### src/rtl/vcaPkg.sv
package vcaPkg;
  typedef struct packed {
    logic grantEn;
    logic dropEn;
  } vcaStrobe_t;

  function automatic int idxWidth(input int n);
    return (n > 1) ? $clog2(n) : 1;
  endfunction
endpackage

### src/rtl/vcaCtrl.sv
module vcaCtrl
  import vcaPkg::*;
#(
  parameter int NUM_REQ  = 3,
  parameter int NUM_VC   = 4,
  parameter int PRIO_W   = 4,
  parameter int LEN_W    = 2,
  localparam int REQ_IW  = idxWidth(NUM_REQ),
  localparam int VC_IW   = idxWidth(NUM_VC)
) (
  input  logic [NUM_REQ-1:0]        reqValid,
  input  logic [NUM_REQ*PRIO_W-1:0] reqPrio,
  input  logic [NUM_REQ-1:0]        reqCompliant,
  input  logic [NUM_REQ*LEN_W-1:0]  reqLen,
  input  logic [NUM_VC-1:0]         vcFree,
  input  logic [NUM_VC*PRIO_W-1:0]  vcPrio,
  input  logic [NUM_VC-1:0]         vcComp,
  output vcaStrobe_t                strobe,
  output logic [REQ_IW-1:0]         winIdx,
  output logic [PRIO_W-1:0]         winPrio,
  output logic                      winComp,
  output logic [LEN_W-1:0]          winLen,
  output logic [VC_IW-1:0]          grantVc,
  output logic [VC_IW-1:0]          dropVc
);
  logic             winFound;
  logic             genFound;
  logic [VC_IW-1:0] genVc;
  logic             vicFound;
  logic [PRIO_W-1:0] vicPrio;

  // requester arbitration: smallest value, lowest index on ties
  always_comb begin
    winFound = 1'b0;
    winIdx   = '0;
    winPrio  = '0;
    winComp  = 1'b0;
    winLen   = '0;
    for (int i = 0; i < NUM_REQ; i++) begin
      if (reqValid[i] && (!winFound || reqPrio[i*PRIO_W +: PRIO_W] < winPrio)) begin
        winFound = 1'b1;
        winIdx   = REQ_IW'(i);
        winPrio  = reqPrio[i*PRIO_W +: PRIO_W];
        winComp  = reqCompliant[i];
        winLen   = reqLen[i*LEN_W +: LEN_W];
      end
    end
  end

  // lowest free general VC (index 0 is the reserved one)
  always_comb begin
    genFound = 1'b0;
    genVc    = '0;
    for (int v = NUM_VC - 1; v >= 1; v--) begin
      if (vcFree[v]) begin
        genFound = 1'b1;
        genVc    = VC_IW'(v);
      end
    end
  end

  // victim search over general VCs: worst priority, lowest index on ties
  always_comb begin
    vicFound = 1'b0;
    vicPrio  = '0;
    dropVc   = '0;
    for (int v = 1; v < NUM_VC; v++) begin
      if (!vcFree[v] && !vcComp[v] &&
          vcPrio[v*PRIO_W +: PRIO_W] > winPrio &&
          (!vicFound || vcPrio[v*PRIO_W +: PRIO_W] > vicPrio)) begin
        vicFound = 1'b1;
        vicPrio  = vcPrio[v*PRIO_W +: PRIO_W];
        dropVc   = VC_IW'(v);
      end
    end
  end

  always_comb begin
    strobe  = '0;
    grantVc = '0;
    if (winFound) begin
      if (winComp && vcFree[0]) begin
        strobe.grantEn = 1'b1;
        grantVc        = '0;
      end else if (genFound) begin
        strobe.grantEn = 1'b1;
        grantVc        = genVc;
      end else if (vicFound) begin
        strobe.dropEn = 1'b1;
      end
    end
  end
endmodule

### src/rtl/vcaPath.sv
module vcaPath
  import vcaPkg::*;
#(
  parameter int NUM_REQ  = 3,
  parameter int NUM_VC   = 4,
  parameter int VC_DEPTH = 4,
  parameter int PRIO_W   = 4,
  parameter int LEN_W    = 2,
  localparam int REQ_IW  = idxWidth(NUM_REQ),
  localparam int VC_IW   = idxWidth(NUM_VC),
  localparam int CRED_W  = $clog2(VC_DEPTH + 1)
) (
  input  logic                     clk,
  input  logic                     rstN,
  input  vcaStrobe_t               strobe,
  input  logic [VC_IW-1:0]         grantVc,
  input  logic [VC_IW-1:0]         dropVc,
  input  logic [REQ_IW-1:0]        winIdx,
  input  logic [PRIO_W-1:0]        winPrio,
  input  logic                     winComp,
  input  logic [LEN_W-1:0]         winLen,
  input  logic [NUM_VC-1:0]        creditRet,
  output logic [NUM_VC-1:0]        vcFree,
  output logic [NUM_VC*PRIO_W-1:0] vcPrio,
  output logic [NUM_VC-1:0]        vcComp,
  output logic [NUM_VC-1:0]        doneMask,
  output logic [REQ_IW-1:0]        dropSrc
);
  localparam logic [CRED_W-1:0] FULL = CRED_W'(VC_DEPTH);

  logic [REQ_IW-1:0] srcArr [NUM_VC];

  for (genvar v = 0; v < NUM_VC; v++) begin : gVc
    logic [CRED_W-1:0] credit;
    logic [PRIO_W-1:0] prio;
    logic              comp;
    logic [REQ_IW-1:0] src;
    logic              hitDrop;
    logic              hitGrant;

    assign hitDrop  = strobe.dropEn  && (dropVc  == VC_IW'(v));
    assign hitGrant = strobe.grantEn && (grantVc == VC_IW'(v));

    always_ff @(posedge clk) begin
      if (!rstN) begin
        credit <= FULL;
        prio   <= '0;
        comp   <= 1'b0;
        src    <= '0;
      end else if (hitDrop) begin
        credit <= FULL;
      end else if (hitGrant) begin
        credit <= FULL - CRED_W'(winLen) - CRED_W'(1);
        prio   <= winPrio;
        comp   <= winComp;
        src    <= winIdx;
      end else if (creditRet[v] && credit != FULL) begin
        credit <= credit + CRED_W'(1);
      end
    end

    assign vcFree[v]                  = (credit == FULL);
    assign vcPrio[v*PRIO_W +: PRIO_W] = prio;
    assign vcComp[v]                  = comp;
    assign doneMask[v]                = creditRet[v] && !hitDrop && (credit == FULL - CRED_W'(1));
    assign srcArr[v]                  = src;
  end

  assign dropSrc = srcArr[dropVc];
endmodule

### src/rtl/vcPreemptAlloc.sv
module vcPreemptAlloc
  import vcaPkg::*;
#(
  parameter int NUM_REQ  = 3,
  parameter int NUM_VC   = 4,
  parameter int VC_DEPTH = 4,
  parameter int PRIO_W   = 4,
  localparam int LEN_W   = $clog2(VC_DEPTH),
  localparam int REQ_IW  = idxWidth(NUM_REQ),
  localparam int VC_IW   = idxWidth(NUM_VC)
) (
  input  logic                      clk,
  input  logic                      rstN,
  input  logic [NUM_REQ-1:0]        reqValid,
  input  logic [NUM_REQ*PRIO_W-1:0] reqPrio,
  input  logic [NUM_REQ-1:0]        reqCompliant,
  input  logic [NUM_REQ*LEN_W-1:0]  reqLen,
  input  logic [NUM_VC-1:0]         creditRet,
  output logic                      grantValid,
  output logic [REQ_IW-1:0]         grantReq,
  output logic [VC_IW-1:0]          grantVc,
  output logic                      nackValid,
  output logic [VC_IW-1:0]          nackVc,
  output logic [REQ_IW-1:0]         nackSrc,
  output logic [NUM_VC-1:0]         doneMask
);
  vcaStrobe_t               strobe;
  logic [REQ_IW-1:0]        winIdx;
  logic [PRIO_W-1:0]        winPrio;
  logic                     winComp;
  logic [LEN_W-1:0]         winLen;
  logic [NUM_VC-1:0]        vcFree;
  logic [NUM_VC*PRIO_W-1:0] vcPrio;
  logic [NUM_VC-1:0]        vcComp;
  logic [VC_IW-1:0]         dropVc;

  vcaCtrl #(.NUM_REQ(NUM_REQ), .NUM_VC(NUM_VC), .PRIO_W(PRIO_W), .LEN_W(LEN_W)) ctrlI (
    .reqValid(reqValid), .reqPrio(reqPrio), .reqCompliant(reqCompliant), .reqLen(reqLen),
    .vcFree(vcFree), .vcPrio(vcPrio), .vcComp(vcComp),
    .strobe(strobe), .winIdx(winIdx), .winPrio(winPrio), .winComp(winComp),
    .winLen(winLen), .grantVc(grantVc), .dropVc(dropVc)
  );

  vcaPath #(.NUM_REQ(NUM_REQ), .NUM_VC(NUM_VC), .VC_DEPTH(VC_DEPTH), .PRIO_W(PRIO_W),
            .LEN_W(LEN_W)) pathI (
    .clk(clk), .rstN(rstN), .strobe(strobe), .grantVc(grantVc), .dropVc(dropVc),
    .winIdx(winIdx), .winPrio(winPrio), .winComp(winComp), .winLen(winLen),
    .creditRet(creditRet), .vcFree(vcFree), .vcPrio(vcPrio), .vcComp(vcComp),
    .doneMask(doneMask), .dropSrc(nackSrc)
  );

  assign grantValid = strobe.grantEn;
  assign grantReq   = winIdx;
  assign nackValid  = strobe.dropEn;
  assign nackVc     = dropVc;
endmodule

### config.mk
export PLATFORM = sky130hd
export DESIGN_NAME = vcPreemptAlloc
export DESIGN_NICKNAME = d
export VERILOG_FILES = /design/src/rtl/vcaPkg.sv /design/src/rtl/vcaCtrl.sv /design/src/rtl/vcaPath.sv /design/src/rtl/vcPreemptAlloc.sv
export SDC_FILE = /design/constraint.sdc
export NUM_CORES = 1
export LEC_CHECK = 0
export BUFFER_PORTS_ARGS = -buffer_cell sky130_fd_sc_hd__buf_2
export CAP_MARGIN = 20
export CORE_ASPECT_RATIO = 1.1
export CORE_UTILIZATION = 35
export DETAILED_ROUTE_END_ITERATION = 6
export PLACE_DENSITY_LB_ADDON = 0.25
export RECOVER_POWER = 50
export SLEW_MARGIN = 5
export SYNTH_ARGS = -nofsm -noshare
export SYNTH_HDL_FRONTEND = slang
export SYNTH_HIERARCHICAL = 1
export SYNTH_SLANG_ARGS = --single-unit
### constraint.sdc
create_clock -name clk -period 11.8 [get_ports clk]
set_input_delay 2.36 -clock clk [delete_from_list [all_inputs] [get_ports clk]]
set_output_delay 2.36 -clock clk [all_outputs]
set_load 0.005 [all_outputs]
== Word level (Yosys, flattened, before mapping) ==
Cells that the tools add are included.
Cells by class
  reduce and logical (&&, ||, !) cells: 63
  equal/unequal tests: 18
  muxes and demuxes: 48
  bitwise logic cells: 6
  order comparisons: 8
  $add $sub $neg: 6
Operators with widths (count)
  $logic_and 1x1->1: 31
  $mux 2: 15
  $mux 3: 8
  $gt 4x4->1: 5
  $mux 4: 5
  $mux 1: 19
  $logic_not 1->1: 14
  $add 3x1->3 const B: 4
  $eq 3x2->1 const B: 4
  $eq 3x3->1 const B: 4
  $ne 3x3->1 const B: 4
  $eq 2x2->1 const B: 4
  $lt 4x4->1: 2
  $reduce_and 2->1: 4
  $reduce_bool 2->1: 4
  $reduce_or 2->1: 4
  $not 1->1: 5
  $bmux 2 s2: 1
  $eq 2x1->1 const B: 2
  $logic_not 2->1: 2
  $logic_or 1x1->1: 4
  $ge 3x3->1 const B: 1
  $not 2->3: 1
  $sub 3x1->3 const B: 1
  $sub 3x2->3 const A: 1
Word-level totals
  flip-flop bits (word level): 35
  output and inout bits: 14
  word-level logic and storage cells: 163
  input port bits: 30

== Depth between registers and ports, before layout ==
  depth after elaboration: 28
  mapped depth: 40
  mapped depth without buffers: 36

== Hierarchy ==
The synthesis kept the hierarchy.
By module, submodules not included
  vcaPath: sequential area each 800.8 um2, area an instance 1980.6 um2, instances 1, cells each 208
  vcaCtrl: sequential area each 0.0 um2, area an instance 1248.7 um2, instances 1, cells each 160

== Worst setup path before layout ==
No wires, ideal clock.
  path kind: input -> output
  from: input reqValid[0]
  to: output doneMask[0]
  arrival: 9.548 ns
  setup slack: -0.108 ns
  stages: 38
  required time: 9.440 ns
  path buffers: 3
  cells stage by stage: clkbuf_1 nand2_1 ha_1 a21oi_2 o21ai_0 a21boi_0 buf_4 nand2_1 o21ai_0 inv_1 ha_1 o211ai_1 a211o_2 o211ai_4 a21bo_4 buf_12 mux2i_1 ha_1 (+2 left out) a2111oi_4 nand2_1 ha_1 nor2b_1 o21a_1 o21a_1 o21ai_0 a21oi_1 a22oi_1 ha_1 nor2b_1 o21a_1 o21a_1 o21a_1 o21ai_0 nand2b_1 or3b_4 and3_1
On the way
  elaborated cells between the ends (all ways): 49
  those cells by class: order compare (7); mux (21); reduce/logical (21)
RTL lines
  start, declared: line vcPreemptAlloc.sv:14  | input logic [NUM_REQ-1:0] reqValid,
  $mux 4 or $mux 1 (tied branches): line vcaCtrl.sv:40  | if (reqValid[i] && (!winFound || reqPrio[i*PRIO_W +: PRIO_W] < winPrio)) begin
  $lt 4x4->1 or $logic_not 1->1 (tied branches): line vcaCtrl.sv:40
  $logic_or 1x1->1: line vcaCtrl.sv:40
  $logic_and 1x1->1: line vcaCtrl.sv:40
  $mux 4 or $mux 1 (tied branches): line vcaCtrl.sv:40
  $lt 4x4->1 or $logic_not 1->1 (tied branches): line vcaCtrl.sv:40
  $logic_or 1x1->1: line vcaCtrl.sv:40
  $logic_and 1x1->1: line vcaCtrl.sv:40
  (+9 left out)
  $logic_or 1x1->1: line vcaCtrl.sv:70  | (!vicFound || vcPrio[v*PRIO_W +: PRIO_W] > vicPrio)) begin
  $logic_and 1x1->1: line vcaCtrl.sv:69  | vcPrio[v*PRIO_W +: PRIO_W] > winPrio &&
  $mux 2 (*): line vcaCtrl.sv:68  | if (!vcFree[v] && !vcComp[v] &&
  net nackVc[0]: line vcPreemptAlloc.sv:23  | output logic [VC_IW-1:0] nackVc,
  $logic_not 2->1 (*): line vcaPath.sv:41  | assign hitDrop = strobe.dropEn && (dropVc == VC_IW'(v));
  $logic_and 1x1->1 (*): line vcaPath.sv:41
  $logic_not 1->1 (*): line vcaPath.sv:65  | assign doneMask[v] = creditRet[v] && !hitDrop && (credit == FULL - CRED_W'(1));
  $logic_and 1x1->1 (*) (2 in a row): line vcaPath.sv:65
  end, declared: line vcPreemptAlloc.sv:25  | output logic [NUM_VC-1:0] doneMask
The timed path passes the listed nets; every way through them passes the cells marked *.

== Worst setup path after layout ==
  from: input reqValid[0]
  to: output doneMask[0]
On the way
  cells in the longest elaborated chain, start to end: 28
  elaborated cells between the ends (all ways): 49
  those cells by class: order compare (7); mux (21); reduce/logical (21)
Ends and longest elaborated chain
  $mux 4 or $mux 1 (tied branches): line vcaCtrl.sv:40
  $lt 4x4->1 or $logic_not 1->1 (tied branches): line vcaCtrl.sv:40
  $logic_or 1x1->1: line vcaCtrl.sv:40
  $logic_and 1x1->1: line vcaCtrl.sv:40
  $mux 4 or $mux 1 (tied branches): line vcaCtrl.sv:40
  $lt 4x4->1 or $logic_not 1->1 (tied branches): line vcaCtrl.sv:40
  $logic_or 1x1->1: line vcaCtrl.sv:40
  $logic_and 1x1->1: line vcaCtrl.sv:40
  (+11 left out)
  $mux 1: line vcaCtrl.sv:68
  $mux 1: line vcaCtrl.sv:88  | end else if (vicFound) begin
  $mux 1: line vcaCtrl.sv:85  | end else if (genFound) begin
  $mux 1: line vcaCtrl.sv:82  | if (winComp && vcFree[0]) begin
  $mux 2: line vcaCtrl.sv:81  | if (winFound) begin
  $logic_and 1x1->1 (*): line vcaPath.sv:41
  $logic_not 1->1 (*): line vcaPath.sv:65
  $logic_and 1x1->1 (*) (2 in a row): line vcaPath.sv:65
Mark *: on every way between the ends. The rest lies on a longest branch, timed or not.

==> results by group <==
Drt
  – Post-DRT Antenna Nets: 0
  – Met2 WL: 3780 µm
  – Wire length on met3: about 220 µm
  – DR vias/cell: 5.126
  – Average wire per standard cell: 14.41 µm
  – DR vias: 2,681
  – WL final: 7534 µm
  – Initial DRC count: 95
  – M1 WL: 3482 µm
  – Highest metal used: met4
  – Router iterations before antenna repair: 4
  – Residual DRC: 0

STA
  – Slew Viols, Final: 0
  – Final Critical Period: 11,410 ps
  – Slew headroom: between 40% and 50%
  – Worst Skew: 11.22 ps
  – Hold Vio Cnt, Final: 0
  – Peak Freq: 87.62 MHz
  – Final Cycle Share: a little over nine tenths
  – Final setup vio count: 0
  – Worst hold slack: about 460 ps
  – Slew @ Worst Pin: 753.0 ps

Floorplanning
  – Ports: 44
  – Die H: approximately 100 µm
  – Starting Density: 36.31%
  – Die Area: 9101 µm²
  – Core Area: 8408 µm²
  – Rows: 35
  – Die width: 91.05 µm

Status
  – Run status: finished clean

Global route
  – Grt ovf: 0
  – Largest net degree at the start of global routing: 37
  – GRT Util Overall: between 10% and 20%
  – Initial antenna violation count: 0
  – Vias in the first global route: 2,612
  – First-pass GRT wire length: roughly 12,000 µm

Clocking
  – Clock slew at reported path FFs: ~70 ps
  – Cts hold-fix bufs: 0
  – Clock sink count: 35
  – Max H-tree Level: 2
  – Total CTS buffers: 5
  – CTS root buf: clkbuf_8
  – Clk Latency, worst-skew pair: 290 ps
  – TritonCTS clock tree: done
  – CTS max path bufs: 2

Placement
  – Routability cong.: 0.8187
  – Placed inst area: around 3400 µm²
  – Port buffer count: 43
  – Post-DP HPWL: between 5000 and 6000 µm

Setup path
  – CP Capture Type: output port
  – Top fanout value on the critical path: 8
  – Crit path buf inv count: 4
  – Startpoint Class: primary input
  – Critical path's top delay family: compound AO/OA/AOI/OAI gates
  – Arrival @ worst endpoint: 9050 ps
  – Worst EP required: 9440 ps
  – Critical Path Most Common Cell: o21a_1
  – Crit Path Class: in -> out
  – Crit-path max cell delay: 440 ps
  – Critical-path top delay cell: or3b_4

Synthesis
  – Mapped Cells: 352
  – Netlist Area Pre-Place: around 3100 µm²
  – Syn_nets: 420
  – Avg Inst Size Synth: 8.673 µm²
  – Yosys warns: 6

Power
  – Max VDD drop: 156.6 µV
  – PD cells: 202.9 nW/µm²
  – Power Total: around 0.74 mW
  – Static leakage: 1.741 nW

Final layout
  – Area Overhead vs Synth: 20.25%
  – Post-route cell area: 3671 µm²
  – Storage cell area: 700.7 µm²
  – Net count, final: approximately 480
  – # fillers: around 830
  – N_diodes: 0
  – Share of cells above drive strength 1: between 20% and 30%
  – Footprint of the multi-input gates: between 2000 and 2500 µm²

Min path
  – Tightest Hold Check Type: reg -> reg

Job
  – Max Cap Violations: 0
metal layers:
layer | track usage [%] | up-vias
met1 | 21.90 | 1259
met4 | 4.151 | 0
li1 | - | 1375
met2 | 30.30 | 42
met3 | 2.348 | 5
met5 | 0 | -
repair_timing:
action / 4_1_cts / 5_1_grt
endpoints found under the setup margin: 6 / 8
pin swaps: 0 / 11
setup buffers: 2 / 9
resized for setup: 2 / 24
sequential cells by signal, summed over array words and instances (netlist names):
name	flops
pathI/gVc.src	8
pathI/gVc.credit	12
pathI/gVc.prio	12
pathI/gVc.comp	3
layout make-up:
cell class / instances / area share, %
clock buffer: 7 / 2.352
clock inverter: 1 / 0.2386
inverter: 24 / 2.454
multi-input combinational: 276 / 60.80
sequential: 35 / 19.09
tap: 111 / 3.783
timing repair buffer: 69 / 11.28
worst paths after layout:
path	start	endpoint	slack (ps)	depth (start not counted)
max reg2reg	pathI/gVc[1].prio[1]$_SDFFE_PN0P_	pathI/gVc[2].src[1]$_SDFFE_PN0P_	6930	22
min reg2reg	pathI/gVc[3].src[1]$_SDFFE_PN0P_	pathI/gVc[3].src[1]$_SDFFE_PN0P_	460	2
min	pathI/gVc[3].src[1]$_SDFFE_PN0P_	pathI/gVc[3].src[1]$_SDFFE_PN0P_	460	2
max	reqValid[0]	doneMask[0]	390	38
tightest hold or removal path: cells and delay by family (launching register included):
kind / cells / cell delay [ps]
flops: 1 / 310
mux: 1 / 50
simple gates: 1 / 50
metrics by stage:
stage / util [%] / setup WS (ps) / setup TNS, ps / instances
after floorplan: - / 17.58 / 0 / 352
after global placement: 40.49 / 71.72 / 0 / 504
after detailed placement: 40.49 / -210.4 / -466.1 / 504
after CTS: 41.80 / 2.561 / 0 / 514
after global routing: 43.66 / -47.90 / -132.8 / 523
final: 43.66 / 387.7 / 0 / 523
where the power goes:
group / switching, mW / internal (mW) / leakage (nW) / total (mW)
Combinational: 0.245 / 0.219 / 1.41 / 0.464
Clock: 0.0448 / 0.0478 / 0.0484 / 0.0926
Sequential: 0.0323 / 0.156 / 0.286 / 0.189
cells in the final DEF, fill, tap and decap left out, drive strengths merged, types with 5 or more instances in the layout:
cell     n
inv     24
mux2i   31
a21o     5
nand2   62
and3     5
nor2b    7
dfxtp   35
ha      38
buf     69
clkbuf   7
o21ai   10
a211oi   6
and2     7
nor2    12
a21oi   11
o21a    10
nand2b   5
o211ai  11
mux2     6
a21boi   5
Power figures use the tool's default switching activity.
